--- config.mk ---
export PLATFORM = sky130hd
export DESIGN_NAME = uart_rx_core
export DESIGN_NICKNAME = d
export VERILOG_FILES = /design/src/rtl/uart_rx_pkg.sv /design/src/rtl/uart_rx_sync.sv /design/src/rtl/uart_rx_parity.sv /design/src/rtl/uart_rx_core.sv
export SDC_FILE = /design/constraint.sdc
export NUM_CORES = 1
export LEC_CHECK = 0
export BUFFER_PORTS_ARGS = -buffer_cell sky130_fd_sc_hd__buf_2
export CORE_MARGIN = 3
export CORE_UTILIZATION = 50
export CTS_BUF_LIST = sky130_fd_sc_hd__clkbuf_16
export DETAILED_ROUTE_END_ITERATION = 16
export HOLD_SLACK_MARGIN = 0.06
export PLACE_DENSITY = 0.77
export REMOVE_ABC_BUFFERS = 1
export SYNTH_ARGS = -nofsm -noshare
export SYNTH_HDL_FRONTEND = slang
export SYNTH_HIERARCHICAL = 1
export SYNTH_SLANG_ARGS = --single-unit
--- constraint.sdc ---
create_clock -name clk -period 2.7 [get_ports clk]
set_input_delay 0.405 -clock clk [delete_from_list [all_inputs] [get_ports clk]]
set_output_delay 0.405 -clock clk [all_outputs]
set_load 0.05 [all_outputs]
--- src/rtl/uart_rx_pkg.sv ---
package uart_rx_pkg;
    localparam int MAX_BITS = 8;
    localparam int OVS      = 16;
    localparam int CNT_W    = $clog2(OVS);
    localparam int IDX_W    = $clog2(MAX_BITS);

    typedef enum logic [2:0] {
        ST_IDLE, ST_START, ST_DATA, ST_PAR,
        ST_STOP1, ST_STOP2, ST_CONFIRM, ST_BRKW
    } rx_state_e;

    typedef struct packed {
        rx_state_e            st;
        logic [CNT_W-1:0]     cnt;
        logic [IDX_W-1:0]     idx;
        logic [MAX_BITS-1:0]  data;
        logic                 par;
        logic                 allz;
        logic                 push;
        logic                 perr;
        logic                 ferr;
        logic                 brk;
        logic                 ovr;
    } rx_regs_t;
endpackage

--- src/rtl/uart_rx_sync.sv ---
module uart_rx_sync #(
    parameter int STAGES = 2
) (
    input  logic clk,
    input  logic rst_n,
    input  logic din,
    output logic dout
);
    logic [STAGES-1:0] chain_q;

    always_ff @(posedge clk or negedge rst_n) begin
        if (!rst_n) chain_q <= '1;
        else        chain_q <= {chain_q[STAGES-2:0], din};
    end

    assign dout = chain_q[STAGES-1];
endmodule

--- src/rtl/uart_rx_parity.sv ---
module uart_rx_parity #(
    parameter int W = 8
) (
    input  logic [W-1:0] data,
    input  logic [1:0]   mode,
    output logic         exp_bit
);
    always_comb begin
        case (mode)
            2'd0:    exp_bit = ~(^data);
            2'd1:    exp_bit = ^data;
            2'd2:    exp_bit = 1'b1;
            default: exp_bit = 1'b0;
        endcase
    end
endmodule

--- src/rtl/uart_rx_core.sv ---
module uart_rx_core
    import uart_rx_pkg::*;
#(
    parameter int SYNC_STAGES = 2
) (
    input  logic       clk,
    input  logic       rst_n,
    input  logic       tick16,
    input  logic       rxd,
    input  logic [1:0] cfg_dbits,
    input  logic       cfg_par_en,
    input  logic [1:0] cfg_par_mode,
    input  logic       cfg_stop2,
    input  logic       fifo_full,
    output logic       push,
    output logic [7:0] push_data,
    output logic       push_perr,
    output logic       push_ferr,
    output logic       push_brk,
    output logic       ovr
);
    localparam logic [CNT_W-1:0] CNT_LAST = CNT_W'(OVS - 1);
    localparam logic [CNT_W-1:0] CNT_MID  = CNT_W'(OVS / 2 - 1);
    localparam logic [IDX_W-1:0] IDX_BASE = IDX_W'(MAX_BITS - 4);

    rx_regs_t q, d;
    logic rx_s, exp_par, last_bit, brk_now, ferr_now;

    uart_rx_sync #(.STAGES(SYNC_STAGES)) i_sync (
        .clk(clk), .rst_n(rst_n), .din(rxd), .dout(rx_s)
    );

    uart_rx_parity #(.W(MAX_BITS)) i_par (
        .data(q.data), .mode(cfg_par_mode), .exp_bit(exp_par)
    );

    assign last_bit = (q.idx == IDX_BASE + IDX_W'(cfg_dbits));
    assign brk_now  = !rx_s && q.allz;
    assign ferr_now = !rx_s;

    always_comb begin
        d      = q;
        d.push = 1'b0;
        d.ovr  = 1'b0;
        if (tick16) begin
            case (q.st)
                ST_IDLE: begin
                    if (!rx_s) begin
                        d.st  = ST_START;
                        d.cnt = CNT_W'(1);
                    end
                end
                ST_START: begin
                    if (q.cnt == CNT_MID) begin
                        if (!rx_s) begin
                            d.st   = ST_DATA;
                            d.cnt  = '0;
                            d.idx  = '0;
                            d.data = '0;
                            d.allz = 1'b1;
                        end else begin
                            d.st = ST_IDLE;
                        end
                    end else begin
                        d.cnt = q.cnt + 1'b1;
                    end
                end
                ST_DATA: begin
                    if (q.cnt == CNT_LAST) begin
                        d.cnt         = '0;
                        d.data[q.idx] = rx_s;
                        if (rx_s) d.allz = 1'b0;
                        if (last_bit) d.st = cfg_par_en ? ST_PAR : ST_STOP1;
                        else          d.idx = q.idx + 1'b1;
                    end else begin
                        d.cnt = q.cnt + 1'b1;
                    end
                end
                ST_PAR: begin
                    if (q.cnt == CNT_LAST) begin
                        d.cnt = '0;
                        d.par = rx_s;
                        if (rx_s) d.allz = 1'b0;
                        d.st  = ST_STOP1;
                    end else begin
                        d.cnt = q.cnt + 1'b1;
                    end
                end
                ST_STOP1: begin
                    if (q.cnt == CNT_LAST) begin
                        d.cnt  = '0;
                        d.brk  = brk_now;
                        d.ferr = ferr_now;
                        d.perr = cfg_par_en && !brk_now && (q.par != exp_par);
                        if (fifo_full) d.ovr  = 1'b1;
                        else           d.push = 1'b1;
                        if (brk_now)        d.st = ST_BRKW;
                        else if (ferr_now)  d.st = ST_CONFIRM;
                        else if (cfg_stop2) d.st = ST_STOP2;
                        else                d.st = ST_IDLE;
                    end else begin
                        d.cnt = q.cnt + 1'b1;
                    end
                end
                ST_STOP2: begin
                    if (q.cnt == CNT_LAST) begin
                        d.cnt = '0;
                        d.st  = ST_IDLE;
                    end else begin
                        d.cnt = q.cnt + 1'b1;
                    end
                end
                ST_CONFIRM: begin
                    if (!rx_s) begin
                        d.st   = ST_DATA;
                        d.cnt  = CNT_W'(1);
                        d.idx  = '0;
                        d.data = '0;
                        d.allz = 1'b1;
                    end else begin
                        d.st = ST_IDLE;
                    end
                end
                ST_BRKW: begin
                    if (rx_s) begin
                        if (q.cnt == CNT_MID) d.st = ST_IDLE;
                        else                  d.cnt = q.cnt + 1'b1;
                    end else begin
                        d.cnt = '0;
                    end
                end
                default: d.st = ST_IDLE;
            endcase
        end
    end

    always_ff @(posedge clk or negedge rst_n) begin
        if (!rst_n) begin
            q    <= '0;
            q.st <= ST_IDLE;
        end else begin
            q <= d;
        end
    end

    assign push      = q.push;
    assign push_data = q.data;
    assign push_perr = q.perr;
    assign push_ferr = q.ferr;
    assign push_brk  = q.brk;
    assign ovr       = q.ovr;
endmodule

# After elaboration in Yosys (flattened, before gate mapping)

Cells that the tools add are included.

Flip-flop bits (word level): 27
Bits in latches: 0
RAM bits: 0
Memory bits (read-only): 0
Input port bits: 11
Output and inout port bits: 13
Word-level logic and storage cells: 103
Memories kept: 0

$add $sub $neg: 3
Multipliers: 0
Div/mod/pow operators: 0
Magnitude comparators: 2
Eq/ne operators: 27
Shift-type cells: 0
Mux-type cells: 40
Bitwise logic cells: 1
Reduce and logical (&&, ||, !) cells: 18

Operators by type and width:

| operator                                             | count |
|---|---|
| case mux 7 bit (8 select lines)                      | 1 |
| 2-to-1 mux 3 bit                                     | 13 |
| case mux 11 bit (3 select lines)                     | 1 |
| 2-to-1 mux 15 bit                                    | 2 |
| 2-to-1 mux 11 bit                                    | 2 |
| != test 2 bit (second input constant)                | 11 |
| 2-to-1 mux 4 bit                                     | 4 |
| 2-to-1 mux 5 bit                                     | 3 |
| equality test 3 bit (second input constant)          | 4 |
| AND reduction 10 bit                                 | 1 |
| AND reduction 5 bit                                  | 2 |
| bitwise mux 8 bit                                    | 1 |
| 2-to-1 mux 1 bit                                     | 8 |
| XOR reduction 8 bit                                  | 1 |
| 2-to-1 mux 7 bit                                     | 1 |
| AND reduction 7 bit                                  | 1 |
| equality test 3 x 2 -> 1 bit (second input constant) | 2 |
| != test 3 bit (second input constant)                | 2 |
| AND reduction 3 bit                                  | 2 |
| AND reduction 6 bit                                  | 1 |
| adder 4 x 1 -> 4 bit (second input constant)         | 1 |
| equality test 4 x 3 -> 1 bit (second input constant) | 1 |
| equality test 4 bit (second input constant)          | 1 |
| logical AND 1 bit                                    | 4 |
| other kinds (20)                                     | 21 |

# Longest topological paths before layout

Word-level depth: 8
Gate-level depth with buffers: 8
Depth with buffers taken out: 8

# Modules after synthesis

The synthesis kept the hierarchy.

Modules (own cells, without submodules):

| module         | instances | cells each | area an instance (um2) | sequential area each (um2) |
|---|---|---|---|---|
| uart_rx_core   | 1         | 188        | 1629.1                 | 625.6 |
| uart_rx_parity | 1         | 9          | 73.8                   | 0.0 |
| uart_rx_sync   | 1         | 2          | 52.6                   | 52.6 |

# Least setup slack after synthesis

Ideal clock, no wire load.

Path kind: flip-flop to flip-flop
Start: reg q[18] (netlist bit)
End: reg q[21] (netlist bit)
Library setup time: 0.065 ns
Arrival time: 1.875 ns
Data required time: 2.635 ns
Path slack: 0.761 ns
Stages on the path, launching flop included: 8
Path buffers: 1
Clock period less this slack: 1.939 ns
Cells stage by stage: dfrtp_1 > ha_1 > and3_1 > buf_6 > mux2_4 > a221o_1 > nor4_2 > a211o_1

Cells in the longest elaborated chain, start to end: 4
Elaborated cells on any way between the ends: 11
Classes of those cells: add/sub (1); eq/ne (4); mux (5); reduce/logical (1)

Ends and longest elaborated chain:

| what                            | line                | RTL |
|---|---|---|
| start: declaration              | uart_rx_core.sv:26  | `rx_regs_t q, d;` |
| adder 4 x 1 -> 4 bit            | -                   |  |
| 2-to-1 mux 4 bit                | uart_rx_core.sv:126 | `if (q.cnt == CNT_MID) d.st = ST_IDLE;` |
| 2-to-1 mux 4 bit                | uart_rx_core.sv:125 | `if (rx_s) begin` |
| case mux 7 bit (8 select lines) | uart_rx_core.sv:46  | `case (q.st)` |

Several ways; a longest one is shown, not always the timed one. The select of a mux whose other input is x is not followed.
A chain may end at the register's enable or synchronous reset.

# Worst setup path in the final report

Start: reg q[23] (netlist bit)
End: reg q[15] (netlist bit)

Cells in the longest elaborated chain, start to end: 3
Elaborated cells on any way between the ends: 11
Classes of those cells: eq/ne (8); mux (1); reduce/logical (2)

Ends and longest elaborated chain:

| what                                                                        | line |
|---|---|
| equality test 3 x 1 -> 1 bit (tied with other cells)                        | uart_rx_core.sv:46 |
| != test 2 bit (no source line) / nonzero test 3 bit (equally long branches) | - |
| AND reduction 7 bit (no source line)                                        | - |

Several ways; a longest one is shown, not always the timed one.

==> impl_metrics.toml <==
[setup_path]
path_class = "flop to flop"
cpMaxStageDelayCell = "dfrtp_1"
path_max_fanout = 21
required_ns = 2.85
cp_cell_sequence = "nor3b_2, a211o_1, o311ai_2, o21bai_1, mux2_2"
cpPeakStageDelay_ns = 0.74
startpoint_type = "flop"
cp-end-kind = "flop"
crit_arrival_ns = 2.27
worstPathBufferInverterCount = 0
cp_top_family = "flip-flops"

[final_layout]
ff_latch_area_sq_um = 678.2
final_nets = 219
post-route-util_pct = 58.59
syn_to_final_growth_pct = 6.914
multi_input_area_sq_um = 907.1
diodes = 0
fillers = 296
drive_gt1_share_pct = 19.51
fin_area_sq_um = 1877

[clock_tree]
post_cts_resized = 0
numCtsBuffers = 3
cts_buffer_depth = 2
cts_tree = "done"
clk_latency_ns = 0.26
clk_pin_slew_worst_paths_ns = 0.07
cts_sinks = 27
post-cts-setup-buffers = 0
cts-hold-fix-buffers = 0
htreeDepth = 1
cts_root_buf = "clkbuf_16"

[route]
avgViaCountPerCell = 5.594
drtIter0Drc = 90
firstDrtPassIters = 4
routed_wl_um = 3266
drc = 0
wl_per_cell_um = 13.12
antenna_left = 0
vias = 1393

[logic_synthesis]
synth_ff_type = "dfrtp_1"
synth_edf_count = 0
synthCells = 199
ys.warnings.count = 6
ys_types = 49
ys_seq_area_share_pct = 38.63
synth-seq-cells = 27
synthesis.area_sq_um = 1755
synthArstFlopShare_pct = 100.0
avgSynthCellArea_sq_um = 8.821

[placement]
hpwlAfterDp_um = 2347
gp_congestion = 0.8196
port_buffers = 23
dpl-instance-area_sq_um = 1797

[grt]
grt_pass1_vias = 1312
grt_max_degree = 28
use_met3_pct = 2.564
grt_use_met2_pct = 28.19
grt_remaining_overflow = 0
antenna_found_initial = 0
busiest_layer = "met2"
grtUsageMet1_pct = 22.79
grt_usage_pct = 16.90
grt_pass1_wl_um = 5775

[die]
die_area_sq_um = 4258
design.core.area_sq_um = 3203
ios = 24
die_y_um = 65.25
initial_core_util_pct = 54.80
rows = 20
die_x_um = 65.25

[min_path]
hold_path_class = "input port to async pin"

[timing]
post-route-min-period_ns = 2.118
hold_viol = 0
worstMarginPinSlew_ns = 0.6992
fin_skew_ns = 0.002438
slew_headroom_pct = 53.39
finalCritPeriodShare_pct = 78.45
report.final.slew_viol_count = 0
setup_viol = 0
fmax_mhz = 472.1
setup_tns_ns = 0
rsz0062_at_grt = "false"

[power]
p_per_area_nw_per_um2 = 722.7
leakagePower_nw = 0.8223
ir_worst_vdd_uv = 469.2

[outcome]
status = "finished, final reports clean"

[flow_run]
max-cap-violations = 0
[flip-flops by register name, summed over array words and instances (netlist names)]
signal	flops
i_sync/chain_q	2
push	1
push_data	8
q	12
push_perr	1
push_ferr	1
push_brk	1
ovr	1
[where the power goes]
group | internal (mW) | switching [mW]
logic | 0.213 | 0.221
clock network | 0.200 | 0.135
registers | 0.455 | 0.132
[cell usage after synthesis (2+ instances only)]
cell type | instances | area [sq um]
a211o_1 | 2 | 17.52
a21oi_1 | 3 | 15.01
a221o_1 | 2 | 20.02
a22o_1 | 2 | 17.52
a31oi_1 | 11 | 68.82
buf_2 | 7 | 35.03
buf_4 | 8 | 60.06
buf_6 | 2 | 22.52
clkbuf_1 | 5 | 18.77
dfrtp_1 | 25 | 625.6
dfstp_2 | 2 | 52.55
ha_1 | 2 | 25.02
inv_1 | 8 | 30.03
mux2_2 | 2 | 22.52
nand2_1 | 19 | 71.32
nand2b_1 | 4 | 25.02
nand3_1 | 3 | 15.01
nand3b_1 | 2 | 15.01
nand4_1 | 4 | 25.02
nor2_1 | 14 | 52.55
nor2b_1 | 5 | 31.28
o21a_1 | 2 | 15.01
o21ai_0 | 25 | 125.1
o21ai_1 | 2 | 10.01
o31ai_1 | 3 | 22.52
xnor2_1 | 12 | 105.1
[kinds of logic (layout without fill, tap and decap cells)]
family          Yosys count  after routing  synth area share (%)
compound gates           62             62                 23.02
simple gates             61             61                 18.60
buf+inv                  31             37                 9.693
flops                    27             27                 38.63
xor+xnor                 13             13                 6.486
mux                       3              3                 2.138
fa+ha+maj                 2              2                 1.425
[worst reg2reg max path: stages (launching register included)]
cell      delay, ns
dfrtp_1        0.74
nor3b_2        0.41
a211o_1        0.17
o311ai_2       0.18
o21bai_1       0.24
mux2_2         0.27
[cell usage in the layout, fill, tap and decap left out, types with 2 or more instances in the layout]
cell,n
o21ai_0,25
dfrtp_1,25
buf_2,23
nand2_1,19
nor2_1,14
xnor2_1,12
a31oi_1,11
inv_1,8
nor2b_1,5
nand4_1,4
nand2b_1,4
nand3_1,3
o31ai_1,3
a21oi_1,3
clkbuf_16,3
a211o_1,2
o21ai_1,2
o21a_1,2
a221o_1,2
a22o_1,2
mux2_2,2
nand3b_1,2
ha_1,2
dfstp_2,2
[worst paths after layout]
check                           depth (start not counted)                 to  slack (ns)         startpoint
worst max-delay path                                    5              q[15]        0.58              q[23]
worst min-delay path                                    1          push_perr        0.14              rst_n
worst max register to register                          5              q[15]        0.58              q[23]
worst min register to register                          0  i_sync/chain_q[1]        0.36  i_sync/chain_q[0]
max in group asynchronous                               1              q[17]        2.17              rst_n
min in group clk                                        1  i_sync/chain_q[0]        0.24                rxd
[layer usage]
metal,up-vias,wire (um)
met2,28,1545
li1,711,-
met1,650,1578
met3,4,116
met4,0,25
met5,-,0
[per-stage QoR]
step           instances  hold WS, ns  setup WS [ns]  power, mW
3_3_place_gp         245       0.3455         0.6530      1.015
3_5_place_dp         245       0.3475         0.6108      1.026
2_1_floorplan        177       0.1094         0.7360     0.9094
6_report             249       0.1421         0.5818      1.356
5_1_grt              249       0.1904         0.3720      1.464
4_1_cts              249       0.1662         0.5900      1.364
[layout make-up]
cell class | count | share of cell area (%)
Sequential cell | 27 | 36.13
Multi-Input combinational cell | 141 | 48.33
Timing Repair Buffer | 24 | 6.533
Tap cell | 44 | 2.933
Clock buffer | 3 | 4.000
Clock inverter | 1 | 0.2667
Inverter | 9 | 1.800
Note: power is estimated with default switching activity, not from simulation.
